[config.mk]
export PLATFORM = sky130hd
export DESIGN_NAME = dual_issue_unit
export DESIGN_NICKNAME = d
export VERILOG_FILES = /design/src/rtl/issue_pkg.sv /design/src/rtl/issue_decode.sv /design/src/rtl/issue_window.sv /design/src/rtl/issue_scoreboard.sv /design/src/rtl/issue_select.sv /design/src/rtl/dual_issue_unit.sv
export SDC_FILE = /design/constraint.sdc
export NUM_CORES = 1
export LEC_CHECK = 0
export CORE_MARGIN = 2
export CORE_UTILIZATION = 30
export DETAILED_ROUTE_END_ITERATION = 8
export DONT_BUFFER_PORTS = 1
export PLACE_DENSITY = 0.47
export SLEW_MARGIN = 25
export SYNTH_ARGS = -nofsm -noshare
export SYNTH_HDL_FRONTEND = slang
export SYNTH_SLANG_ARGS = --single-unit
[constraint.sdc]
create_clock -name clk_i -period 4.7 [get_ports clk_i]
set_clock_uncertainty 0.2 [all_clocks]
set_input_delay 1.41 -clock clk_i [delete_from_list [all_inputs] [get_ports clk_i]]
set_output_delay 1.41 -clock clk_i [all_outputs]
set_load 0.005 [all_outputs]
[src/rtl/issue_pkg.sv]
package issue_pkg;
  localparam int INSTR_W  = 32;
  localparam int REG_W    = 7;
  localparam int NUM_REGS = 1 << REG_W;
  localparam int SLOTS    = 2;
  localparam int CNT_W    = $clog2(SLOTS + 1);

  typedef enum logic {
    PIPE_EVEN = 1'b0,
    PIPE_ODD  = 1'b1
  } pipe_e;

  typedef struct packed {
    logic [INSTR_W-1:0] raw;
    pipe_e              pipe;
    logic               has_dst;
    logic [REG_W-1:0]   dst;
    logic [REG_W-1:0]   src_a;
    logic [REG_W-1:0]   src_b;
  } dec_t;
endpackage

[src/rtl/issue_decode.sv]
module issue_decode
  import issue_pkg::*;
(
  input  logic [INSTR_W-1:0] instr_i,
  output dec_t               dec_o
);
  always_comb begin
    dec_o.raw     = instr_i;
    dec_o.pipe    = instr_i[31] ? PIPE_ODD : PIPE_EVEN;
    // odd-class with bit 30 set: store/branch style, no destination
    dec_o.has_dst = !(instr_i[31] && instr_i[30]);
    dec_o.dst     = instr_i[23:17];
    dec_o.src_a   = instr_i[16:10];
    dec_o.src_b   = instr_i[9:3];
  end
endmodule

[src/rtl/issue_window.sv]
module issue_window
  import issue_pkg::*;
(
  input  logic               clk_i,
  input  logic               rst_ni,
  input  logic               flush_i,
  input  logic               push_i,
  input  logic [INSTR_W-1:0] push_data_i,
  input  logic [CNT_W-1:0]   pop_cnt_i,
  output logic               ready_o,
  output logic [SLOTS-1:0]   valid_o,
  output logic [INSTR_W-1:0] slot_o [SLOTS]
);
  logic [CNT_W-1:0]   cnt_q, cnt_d, rem;
  logic [INSTR_W-1:0] slot_q [SLOTS];
  logic [INSTR_W-1:0] slot_d [SLOTS];
  logic               push_fire;

  assign ready_o   = (cnt_q != CNT_W'(SLOTS)) && !flush_i;
  assign push_fire = push_i && ready_o;

  always_comb begin
    slot_d = slot_q;
    rem    = cnt_q - pop_cnt_i;
    if (pop_cnt_i == CNT_W'(1)) slot_d[0] = slot_q[1];
    if (push_fire) begin
      if (rem == '0) slot_d[0] = push_data_i;
      else           slot_d[1] = push_data_i;
    end
    cnt_d = rem + CNT_W'(push_fire);
  end

  always_ff @(posedge clk_i or negedge rst_ni) begin
    if (!rst_ni) begin
      cnt_q <= '0;
      for (int i = 0; i < SLOTS; i++) slot_q[i] <= '0;
    end else if (flush_i) begin
      cnt_q <= '0;
    end else begin
      cnt_q  <= cnt_d;
      slot_q <= slot_d;
    end
  end

  generate
    for (genvar g = 0; g < SLOTS; g++) begin : g_out
      assign valid_o[g] = cnt_q > CNT_W'(g);
      assign slot_o[g]  = slot_q[g];
    end
  endgenerate

  p_cnt_max_r11: assert property (@(posedge clk_i) disable iff (!rst_ni)
    cnt_q <= CNT_W'(SLOTS));
  p_pop_bound_r4: assert property (@(posedge clk_i) disable iff (!rst_ni)
    pop_cnt_i <= cnt_q);
  p_flush_empty_r9: assert property (@(posedge clk_i) disable iff (!rst_ni)
    flush_i |=> cnt_q == '0);
endmodule

[src/rtl/issue_scoreboard.sv]
module issue_scoreboard
  import issue_pkg::*;
#(
  parameter int NREG = NUM_REGS,
  localparam int RW  = $clog2(NREG)
) (
  input  logic            clk_i,
  input  logic            rst_ni,
  input  logic            set_even_i,
  input  logic [RW-1:0]   set_even_reg_i,
  input  logic            set_odd_i,
  input  logic [RW-1:0]   set_odd_reg_i,
  input  logic            clr_even_i,
  input  logic [RW-1:0]   clr_even_reg_i,
  input  logic            clr_odd_i,
  input  logic [RW-1:0]   clr_odd_reg_i,
  output logic [NREG-1:0] busy_o
);
  logic [NREG-1:0] busy_q;

  generate
    for (genvar g = 0; g < NREG; g++) begin : g_bit
      logic set_b, clr_b;
      assign set_b = (set_even_i && set_even_reg_i == RW'(g)) ||
                     (set_odd_i  && set_odd_reg_i  == RW'(g));
      assign clr_b = (clr_even_i && clr_even_reg_i == RW'(g)) ||
                     (clr_odd_i  && clr_odd_reg_i  == RW'(g));
      always_ff @(posedge clk_i or negedge rst_ni) begin
        if (!rst_ni)    busy_q[g] <= 1'b0;
        else if (set_b) busy_q[g] <= 1'b1;   // set wins
        else if (clr_b) busy_q[g] <= 1'b0;
      end
    end
  endgenerate

  assign busy_o = busy_q;

  p_set_even_r6: assert property (@(posedge clk_i) disable iff (!rst_ni)
    set_even_i |=> busy_q[$past(set_even_reg_i)]);
  p_set_odd_r6: assert property (@(posedge clk_i) disable iff (!rst_ni)
    set_odd_i |=> busy_q[$past(set_odd_reg_i)]);
  p_clr_r7: assert property (@(posedge clk_i) disable iff (!rst_ni)
    (clr_even_i && !set_even_i && !set_odd_i) |=> !busy_q[$past(clr_even_reg_i)]);
endmodule

[src/rtl/issue_select.sv]
module issue_select
  import issue_pkg::*;
(
  input  logic               clk_i,
  input  logic               rst_ni,
  input  logic               flush_i,
  input  logic [SLOTS-1:0]   valid_i,
  input  dec_t               older_i,
  input  dec_t               younger_i,
  input  logic [NUM_REGS-1:0] busy_i,
  input  logic               even_ready_i,
  input  logic               odd_ready_i,
  output logic               even_valid_o,
  output logic [INSTR_W-1:0] even_instr_o,
  output logic               odd_valid_o,
  output logic [INSTR_W-1:0] odd_instr_o,
  output logic [CNT_W-1:0]   pop_cnt_o,
  output logic               set_even_o,
  output logic [REG_W-1:0]   set_even_reg_o,
  output logic               set_odd_o,
  output logic [REG_W-1:0]   set_odd_reg_o
);
  function automatic logic hazard(dec_t d, logic [NUM_REGS-1:0] b);
    return b[d.src_a] || b[d.src_b] || (d.has_dst && b[d.dst]);
  endfunction

  logic o_ok, o_even, o_odd, o_fire, y_dep, y_cand, y_fire;

  always_comb begin
    o_ok   = valid_i[0] && !flush_i && !hazard(older_i, busy_i);
    o_even = o_ok && older_i.pipe == PIPE_EVEN;
    o_odd  = o_ok && older_i.pipe == PIPE_ODD;
    o_fire = (o_even && even_ready_i) || (o_odd && odd_ready_i);
    y_dep  = older_i.has_dst &&
             (younger_i.src_a == older_i.dst || younger_i.src_b == older_i.dst ||
              (younger_i.has_dst && younger_i.dst == older_i.dst));
    // younger rides only behind an even-class older that is actually leaving
    y_cand = valid_i[1] && o_even && even_ready_i && younger_i.pipe == PIPE_ODD &&
             !hazard(younger_i, busy_i) && !y_dep;
    y_fire = y_cand && odd_ready_i;
  end

  assign even_valid_o   = o_even;
  assign even_instr_o   = older_i.raw;
  assign odd_valid_o    = o_odd || y_cand;
  assign odd_instr_o    = o_odd ? older_i.raw : younger_i.raw;
  assign pop_cnt_o      = CNT_W'(o_fire) + CNT_W'(y_fire);
  assign set_even_o     = o_even && even_ready_i && older_i.has_dst;
  assign set_even_reg_o = older_i.dst;
  assign set_odd_o      = (o_odd && odd_ready_i && older_i.has_dst) ||
                          (y_fire && younger_i.has_dst);
  assign set_odd_reg_o  = o_odd ? older_i.dst : younger_i.dst;

  p_even_class_r2: assert property (@(posedge clk_i) disable iff (!rst_ni)
    even_valid_o |-> even_instr_o[31] == 1'b0);
  p_odd_class_r2: assert property (@(posedge clk_i) disable iff (!rst_ni)
    odd_valid_o |-> odd_instr_o[31] == 1'b1);
  p_pair_order_r3: assert property (@(posedge clk_i) disable iff (!rst_ni)
    pop_cnt_o == CNT_W'(2) |-> (older_i.pipe == PIPE_EVEN && younger_i.pipe == PIPE_ODD));
  p_pair_indep_r5: assert property (@(posedge clk_i) disable iff (!rst_ni)
    (pop_cnt_o == CNT_W'(2) && older_i.has_dst) |->
      (younger_i.src_a != older_i.dst && younger_i.src_b != older_i.dst));
endmodule

[src/rtl/dual_issue_unit.sv]
module dual_issue_unit
  import issue_pkg::*;
(
  input  logic               clk_i,
  input  logic               rst_ni,
  input  logic               redirect_i,
  input  logic               fetch_valid_i,
  input  logic [INSTR_W-1:0] fetch_instr_i,
  output logic               fetch_ready_o,
  output logic               even_valid_o,
  output logic [INSTR_W-1:0] even_instr_o,
  input  logic               even_ready_i,
  output logic               odd_valid_o,
  output logic [INSTR_W-1:0] odd_instr_o,
  input  logic               odd_ready_i,
  input  logic               wb_even_valid_i,
  input  logic [REG_W-1:0]   wb_even_reg_i,
  input  logic               wb_odd_valid_i,
  input  logic [REG_W-1:0]   wb_odd_reg_i
);
  logic [SLOTS-1:0]    win_valid;
  logic [INSTR_W-1:0]  win_slot [SLOTS];
  dec_t                dec [SLOTS];
  logic [CNT_W-1:0]    pop_cnt;
  logic [NUM_REGS-1:0] busy;
  logic                set_even, set_odd;
  logic [REG_W-1:0]    set_even_reg, set_odd_reg;

  issue_window u_win (
    .clk_i, .rst_ni,
    .flush_i     (redirect_i),
    .push_i      (fetch_valid_i),
    .push_data_i (fetch_instr_i),
    .pop_cnt_i   (pop_cnt),
    .ready_o     (fetch_ready_o),
    .valid_o     (win_valid),
    .slot_o      (win_slot)
  );

  generate
    for (genvar g = 0; g < SLOTS; g++) begin : g_dec
      issue_decode u_dec (.instr_i(win_slot[g]), .dec_o(dec[g]));
    end
  endgenerate

  issue_select u_sel (
    .clk_i, .rst_ni,
    .flush_i        (redirect_i),
    .valid_i        (win_valid),
    .older_i        (dec[0]),
    .younger_i      (dec[1]),
    .busy_i         (busy),
    .even_ready_i,
    .odd_ready_i,
    .even_valid_o,
    .even_instr_o,
    .odd_valid_o,
    .odd_instr_o,
    .pop_cnt_o      (pop_cnt),
    .set_even_o     (set_even),
    .set_even_reg_o (set_even_reg),
    .set_odd_o      (set_odd),
    .set_odd_reg_o  (set_odd_reg)
  );

  issue_scoreboard #(.NREG(NUM_REGS)) u_sb (
    .clk_i, .rst_ni,
    .set_even_i     (set_even),
    .set_even_reg_i (set_even_reg),
    .set_odd_i      (set_odd),
    .set_odd_reg_i  (set_odd_reg),
    .clr_even_i     (wb_even_valid_i),
    .clr_even_reg_i (wb_even_reg_i),
    .clr_odd_i      (wb_odd_valid_i),
    .clr_odd_reg_i  (wb_odd_reg_i),
    .busy_o         (busy)
  );

  p_redirect_quiet_r9: assert property (@(posedge clk_i) disable iff (!rst_ni)
    redirect_i |-> (!even_valid_o && !odd_valid_o && !fetch_ready_o));
  p_even_free_r6: assert property (@(posedge clk_i) disable iff (!rst_ni)
    even_valid_o |-> (!busy[even_instr_o[16:10]] && !busy[even_instr_o[9:3]] &&
                      !busy[even_instr_o[23:17]]));
  p_odd_free_r6: assert property (@(posedge clk_i) disable iff (!rst_ni)
    odd_valid_o |-> (!busy[odd_instr_o[16:10]] && !busy[odd_instr_o[9:3]]));
  p_full_backpressure_r11: assert property (@(posedge clk_i) disable iff (!rst_ni)
    (&win_valid) |-> !fetch_ready_o);
endmodule

# Word-level counts from Yosys, hierarchy flattened
# Cells that the tools add are included.
[word_totals] ff_bits=194 rom_bits=0 ram_bits=0 latchBits=0 mem_count=0 input_bits=54
[op_classes] n_div=0 n_shift=0 n_mul=0 reduce_logical=940 bitwise=3 magnitude_cmp=8 mux=277 n_eq_ne=513 add_sub_neg=3
[ops] operator="7-bit equality test (second input constant)" n=256
[ops] operator="7-bit by 6-bit equality test with 1-bit output (second input constant)" n=128
[ops] operator="1-bit logical AND" n=535
[ops] operator="7-bit by 5-bit equality test with 1-bit output (second input constant)" n=64
[ops] operator="1-bit logical OR" n=265
[ops] operator="1-bit two-way mux" n=264
[ops] operator="2-bit nonzero test" n=128
[ops] operator="7-bit by 4-bit equality test with 1-bit output (second input constant)" n=32
[ops] operator="32-bit two-way mux" n=4
[ops] operator="7-bit by 3-bit equality test with 1-bit output (second input constant)" n=16
[ops] operator="64-bit two-way mux" n=1
[ops] operator="7-bit by 2-bit equality test with 1-bit output (second input constant)" n=8
[ops] operator="7-bit by 8-bit less-than comparator with 1-bit output (second input constant)" n=6
[ops] operator="1-bit binary-select mux with 7-bit select" n=6
[ops] operator="7-bit by 1-bit equality test with 1-bit output (second input constant)" n=4
[ops] operator="7-bit logical NOT" n=4
[ops] operator="7-bit equality test" n=3
[ops] operator="7-bit two-way mux" n=1
[ops] operator="1-bit logical NOT" n=6
[ops] operator="2-bit by 1-bit greater-than comparator with 1-bit output (second input constant)" n=2
[ops] operator="1-bit inverter" n=3
[ops] operator="3-bit AND reduction" n=1
[ops] operator="1-bit by 1-bit adder with 2-bit output" n=1
[ops] operator="2-bit by 1-bit adder with 2-bit output" n=1
[ops] operator="5 further kinds" n=5

# Longest topological paths before layout
[logic_depth] depth_word=18 mapped_depth=24 ltp_nobuf=16

# By module
# From an unflattened synthesis, not the netlist that was laid out.
[hier_totals] cells_unflattened=1799 hier_area_um2=19175.9
[by_module_without_submodules] mod="issue_select" n_inst=1 seq_area_each_um2=0.0 cells_each=663 area_per_inst_um2=7936.4
[by_module_without_submodules] mod="issue_scoreboard" n_inst=1 seq_area_each_um2=3203.1 cells_each=822 area_per_inst_um2=7567.3
[by_module_without_submodules] mod="issue_window" n_inst=1 seq_area_each_um2=1651.6 cells_each=204 area_per_inst_um2=2854.0
[by_module_without_submodules] mod="issue_decode" n_inst=2 seq_area_each_um2=0.0 cells_each=55 area_per_inst_um2=409.1

# Least setup slack after synthesis
# OpenSTA, ideal clock, no wires.
[synth_path] kind="reg2reg" startpoint="reg u_win.slot_q (netlist bit u_win.slot_o[42])" endpoint="reg u_win.slot_q (netlist bit u_win.slot_o[10])" setup_ps=125 path_buffers=5 stages_incl_launch_ff=19 slack_ps=-327 period_less_slack_ps=5027 t_arrival_ps=4702 path_cell_list="dfrtp_1 -> buf_2 -> buf_6 -> mux4_2 -> mux4_2 -> inv_1 -> a211oi_1 -> a211oi_2 -> nand4_4 -> nor2_4 -> buf_6 -> buf_2 -> nand2_1 -> nor2_1 -> ha_1 -> ha_1 -> a21oi_1 -> clkbuf_1 -> mux2_2"
[synth_between] elab_chain_cells=18 elab_cells_between_ends=22
[synth_rtl] item="from (decl)" line_no="issue_window.sv:15" rtl="logic [INSTR_W-1:0] slot_q [SLOTS];"
[synth_rtl] item="from (signal assigned)" line_no="issue_window.sv:41" rtl="slot_q <= slot_d;"
[synth_rtl] item="1-bit binary-select mux with 7-bit select (*)" line_no="issue_select.sv:24" rtl="return b[d.src_a] || b[d.src_b] || (d.has_dst && b[d.dst]);"
[synth_rtl] item="1-bit two-way mux (implied by the code) (*)" line_no="issue_select.sv:24"
[synth_rtl] item="1-bit logical OR (*) (2 in series)" line_no="issue_select.sv:24"
[synth_rtl] item="1-bit logical NOT (*)" line_no="issue_select.sv:30" rtl="o_ok = valid_i[0] && !flush_i && !hazard(older_i, busy_i);"
[synth_rtl] item="1-bit logical AND (*)" line_no="issue_select.sv:30"
[synth_rtl] item="1-bit logical AND" line_no="issue_select.sv:31" rtl="o_even = o_ok && older_i.pipe == PIPE_EVEN;"
[synth_rtl] item="1-bit logical AND (4 in series)" line_no="issue_select.sv:38" rtl="y_cand = valid_i[1] && o_even && even_ready_i && younger_i.pipe == PIPE_ODD &&"
[synth_rtl] item="1-bit logical AND" line_no="issue_select.sv:39" rtl="!hazard(younger_i, busy_i) && !y_dep;"
[synth_rtl] item="1-bit logical AND" line_no="issue_select.sv:40" rtl="y_fire = y_cand && odd_ready_i;"
[synth_rtl] item="1-bit by 1-bit adder with 2-bit output (*)" line_no="issue_select.sv:47" rtl="assign pop_cnt_o = CNT_W'(o_fire) + CNT_W'(y_fire);"
[synth_rtl] item="2-bit subtractor (*)" line_no="issue_window.sv:24" rtl="rem = cnt_q - pop_cnt_i;"
[synth_rtl] item="2-bit logical NOT (*)" line_no="issue_window.sv:27" rtl="if (rem == '0) slot_d[0] = push_data_i;"
[synth_rtl] item="1-bit inverter (no line) (*)"
[synth_rtl] item="3-bit AND reduction (no line) (*)"
# Mark *: on every way between the ends. The rest lies on a longest branch, timed or not. The select of a mux whose other input is x is not followed.
# A chain may end at the register's enable or synchronous reset.

# Worst setup path after layout
[layout_path] startpoint="reg u_win.slot_q (netlist bit u_win.slot_o[49])" endpoint="out odd_instr_o[27]"
[layout_between] elab_chain_cells=8
[layout_rtl] item="1-bit binary-select mux with 7-bit select" line_no="issue_select.sv:24"
[layout_rtl] item="1-bit two-way mux (implied by the code)" line_no="issue_select.sv:24"
[layout_rtl] item="1-bit logical AND" line_no="issue_select.sv:24"
[layout_rtl] item="1-bit logical OR" line_no="issue_select.sv:24"
[layout_rtl] item="1-bit logical NOT" line_no="issue_select.sv:30"
[layout_rtl] item="1-bit logical AND" line_no="issue_select.sv:30"
[layout_rtl] item="1-bit logical AND" line_no="issue_select.sv:32" rtl="o_odd = o_ok && older_i.pipe == PIPE_ODD;"
[layout_rtl] item="32-bit two-way mux" line_no="issue_select.sv:46" rtl="assign odd_instr_o = o_odd ? older_i.raw : younger_i.raw;"
[layout_rtl] item="to (decl)" line_no="dual_issue_unit.sv:14" rtl="output logic [INSTR_W-1:0] odd_instr_o,"
# No other way between the ends. The select of a mux whose other input is x is not followed.

==> results.json <==
{
  "status": "finished, violations left",
  "violations": "setup timing",
  "rows": 90,
  "wl_mm": 113,
  "portBuffers": 0,
  "slew_violations": 0,
  "cts.path.max_buffers": 2,
  "die_x_um": 250,
  "crit_path_end_kind": "output port",
  "r2r-start": "u_win.slot_o[49]",
  "synth-edff-count": 0,
  "synth_commonest_cells": "nand2_1 (264), dfrtp_1 (194), a22oi_1 (190)",
  "hp-start": "u_win.slot_o[60]",
  "fp.dieH_um": 250,
  "synthArstFlopShare": 1.00,
  "synth_ff_type": "dfrtp_1",
  "peakVddDrop_v": 0.000320,
  "grt_first_pass_wirelength_mm": 155,
  "min_path_cells": 2,
  "fin_crit_sh": 1.13,
  "setup_violations": 93,
  "r2r_cells": 23,
  "num-nets-final": 2149,
  "hold_ws_ns": 0.345,
  "syn_area_per_cell_um2": 9.36,
  "finalInstanceArea_um2": 22700,
  "overflow": 0,
  "cts-htree-levels": 4,
  "yosysUniqueCellTypes": 76,
  "cp_max_fo": 9,
  "clkLatencyLatePin_ns": 0.53,
  "worst_pin_slew_ns": 1.13,
  "ys_seq_elements": 194,
  "track_usage": 0.353,
  "reg2reg_to": "u_win.slot_o[42]",
  "syn_area_um2": 18200,
  "tns_ns": -25.29,
  "slew_headroom": 0.244,
  "max_freq_mhz": 188,
  "synth_top_cell_by_area": "dfrtp_1",
  "synth_seq_area_share": 0.267,
  "synthToLayoutAreaGrowth_pct": 24.5,
  "start_kind": "register",
  "postPlaceCellArea_um2": 20700,
  "rsz0062_at_grt": "true",
  "synth_area_leaders": "dfrtp_1 (27%), mux4_2 (19%), a22oi_1 (7.8%), mux2i_1 (6.5%), nand2_1 (5.4%)",
  "yosysMostFrequentCell": "nand2_1",
  "dr.pass1.iters": 6,
  "drive_gt1_frac": 0.346,
  "min_to": "u_win.slot_o[60]",
  "finalHoldViolations": 0,
  "holdCritPathClass": "register to register",
  "core_um2": 60100,
  "dp_hpwl_mm": 85.2,
  "grt_max_degree": 195,
  "p_total_mw": 12.3,
  "grt_antenna_before_repair": 4,
  "post-route-min-period_ns": 5.32,
  "reg2reg_slack_ns": -0.19,
  "syn_inst": 1945,
  "first_global_vias": 19100,
  "cts-root-buf": "clkbuf_16",
  "clk_pin_slew_ns": 0.10,
  "p_per_area_nw_per_um2": 545,
  "final_antenna_net_count": 0,
  "initial_utilization": 0.303,
  "path_class": "register to output port",
  "gp_congestion": 1.00,
  "post-route-util": 0.377,
  "hold_buffers": 0,
  "cts_buffers": 17,
  "num_vias": 19800,
  "wl_per_cell_um": 39.2,
  "cts_tree": "yes",
  "dieArea_um2": 62600,
  "yosys_warnings": 0,
  "leakage_nw": 8.56,
  "max_cap_violations": 0,
  "synth_top_area_share": 0.267,
  "design.portCount": 121,
  "setup_ws_ns": -0.623,
  "drt_iter0_drc": 2649,
  "vias_per_cell": 6.84,
  "crit_required_ns": 3.09,
  "drc": 0,
  "crit_arrival_ns": 3.71,
  "synthesis.nets": 2002,
  "cts.sinks": 194
}
-- final cells by class --
class / count / area (um^2)
Clock buffer: 18 / 429
Inverter: 20 / 75.1
Timing Repair Buffer: 342 / 3210
Antenna cell: 4 / 10.0
Multi-Input combinational cell: 1517 / 12900
Tap cell: 782 / 978
Clock inverter: 13 / 140
Fill cell: 6085 / 37500
Sequential cell: 194 / 4870
-- worst max-delay path by stage --
stage,end,slack [ns],from
3_3_place_gp,u_win.slot_o[50],-0.95,u_win.slot_o[17]
6_report,odd_instr_o[27],-0.62,u_win.slot_o[49]
5_1_grt,odd_instr_o[29],-0.69,u_win.slot_o[49]
2_1_floorplan,u_win.slot_o[37],-0.008,u_win.slot_o[49]
3_5_place_dp,u_win.slot_o[50],-0.59,u_win.slot_o[17]
4_1_cts,odd_instr_o[27],-0.66,u_win.slot_o[49]
-- placed cells by master, fill, tap and decap left out, types with 11 or more instances in the layout --
cell	Yosys	routed
buf_4	42	271
nand2_1	264	233
dfrtp_1	194	182
a22oi_1	190	156
mux4_2	153	153
mux2i_1	119	115
nor2_1	88	85
o21ai_1	43	70
a21oi_1	70	67
o21ai_0	109	65
nand3_1	56	54
a31oi_1	46	45
o221ai_1	37	37
a22oi_2	0	34
nor2b_1	34	33
buf_6	10	31
mux2_4	0	30
buf_12	0	25
clkbuf_16	0	24
mux2_2	52	22
nand4_1	22	22
nand2b_1	22	21
nor3_1	26	21
nand2_2	0	19
inv_1	18	17
o21ai_2	0	16
xnor2_1	14	13
nand2_4	0	12
nor4_1	16	12
o31ai_1	12	12
and2_1	11	11
-- per-stage QoR --
stage          setup WS (ns)  cells
4_1_cts               -0.658   2866
3_5_place_dp          -0.592   2818
2_1_floorplan       -0.00842   1945
5_1_grt               -0.687   2887
6_report              -0.623   2890
3_3_place_gp          -0.949   2818
-- registers in the layout, summed over array words and instances (netlist names) --
name	flops
u_sb.busy_o	128
u_win.slot_o	64
u_win.cnt_q	2
-- critical path, cell delays in order (launching register included) --
cell and delay [ns]:
dfrtp_4 0.51, buf_12 0.15, buf_6 0.12, mux4_2 0.44
mux4_2 0.51, nand2_2 0.09, nand3_2 0.06, a41o_1 0.26
a31o_4 0.28, nor3_4 0.15, buf_6 0.13, buf_12 0.13
mux2_2 0.35
-- metal layers --
metal	GRT usage	vias up	part of all wire
li1	-	7855	-
met1	0.463	10100	0.40
met2	0.528	1483	0.44
met3	0.102	307	0.11
met4	0.179	0	0.058
met5	0	-	0
-- timing repair --
action                     in CTS  in global routing
setup endpoints to repair      97                 94
gates resized for setup        70                182
gates cloned                    2                 10
pin swaps                      13                 32
setup buffers                  16                 12
-- report_power, final --
group | internal, mW | switching, mW
logic | 3.28 | 4.46
clock network | 0.706 | 0.892
registers | 2.04 | 0.958
total | 6.03 | 6.31
-- cell families (layout without fill, tap and decap cells) --
kind of cell    after synthesis  in the layout  share of synthesized area
compound gates              581            581                      0.214
flops                       194            194                      0.267
other cells                   0              4                          0
simple gates                585            585                      0.154
mux                         324            324                      0.287
xor+xnor                     24             24                     0.0116
buf+inv                     234            393                     0.0644
fa+ha+maj                     3              3                    0.00206
Note: power is estimated with default switching activity, not from simulation.
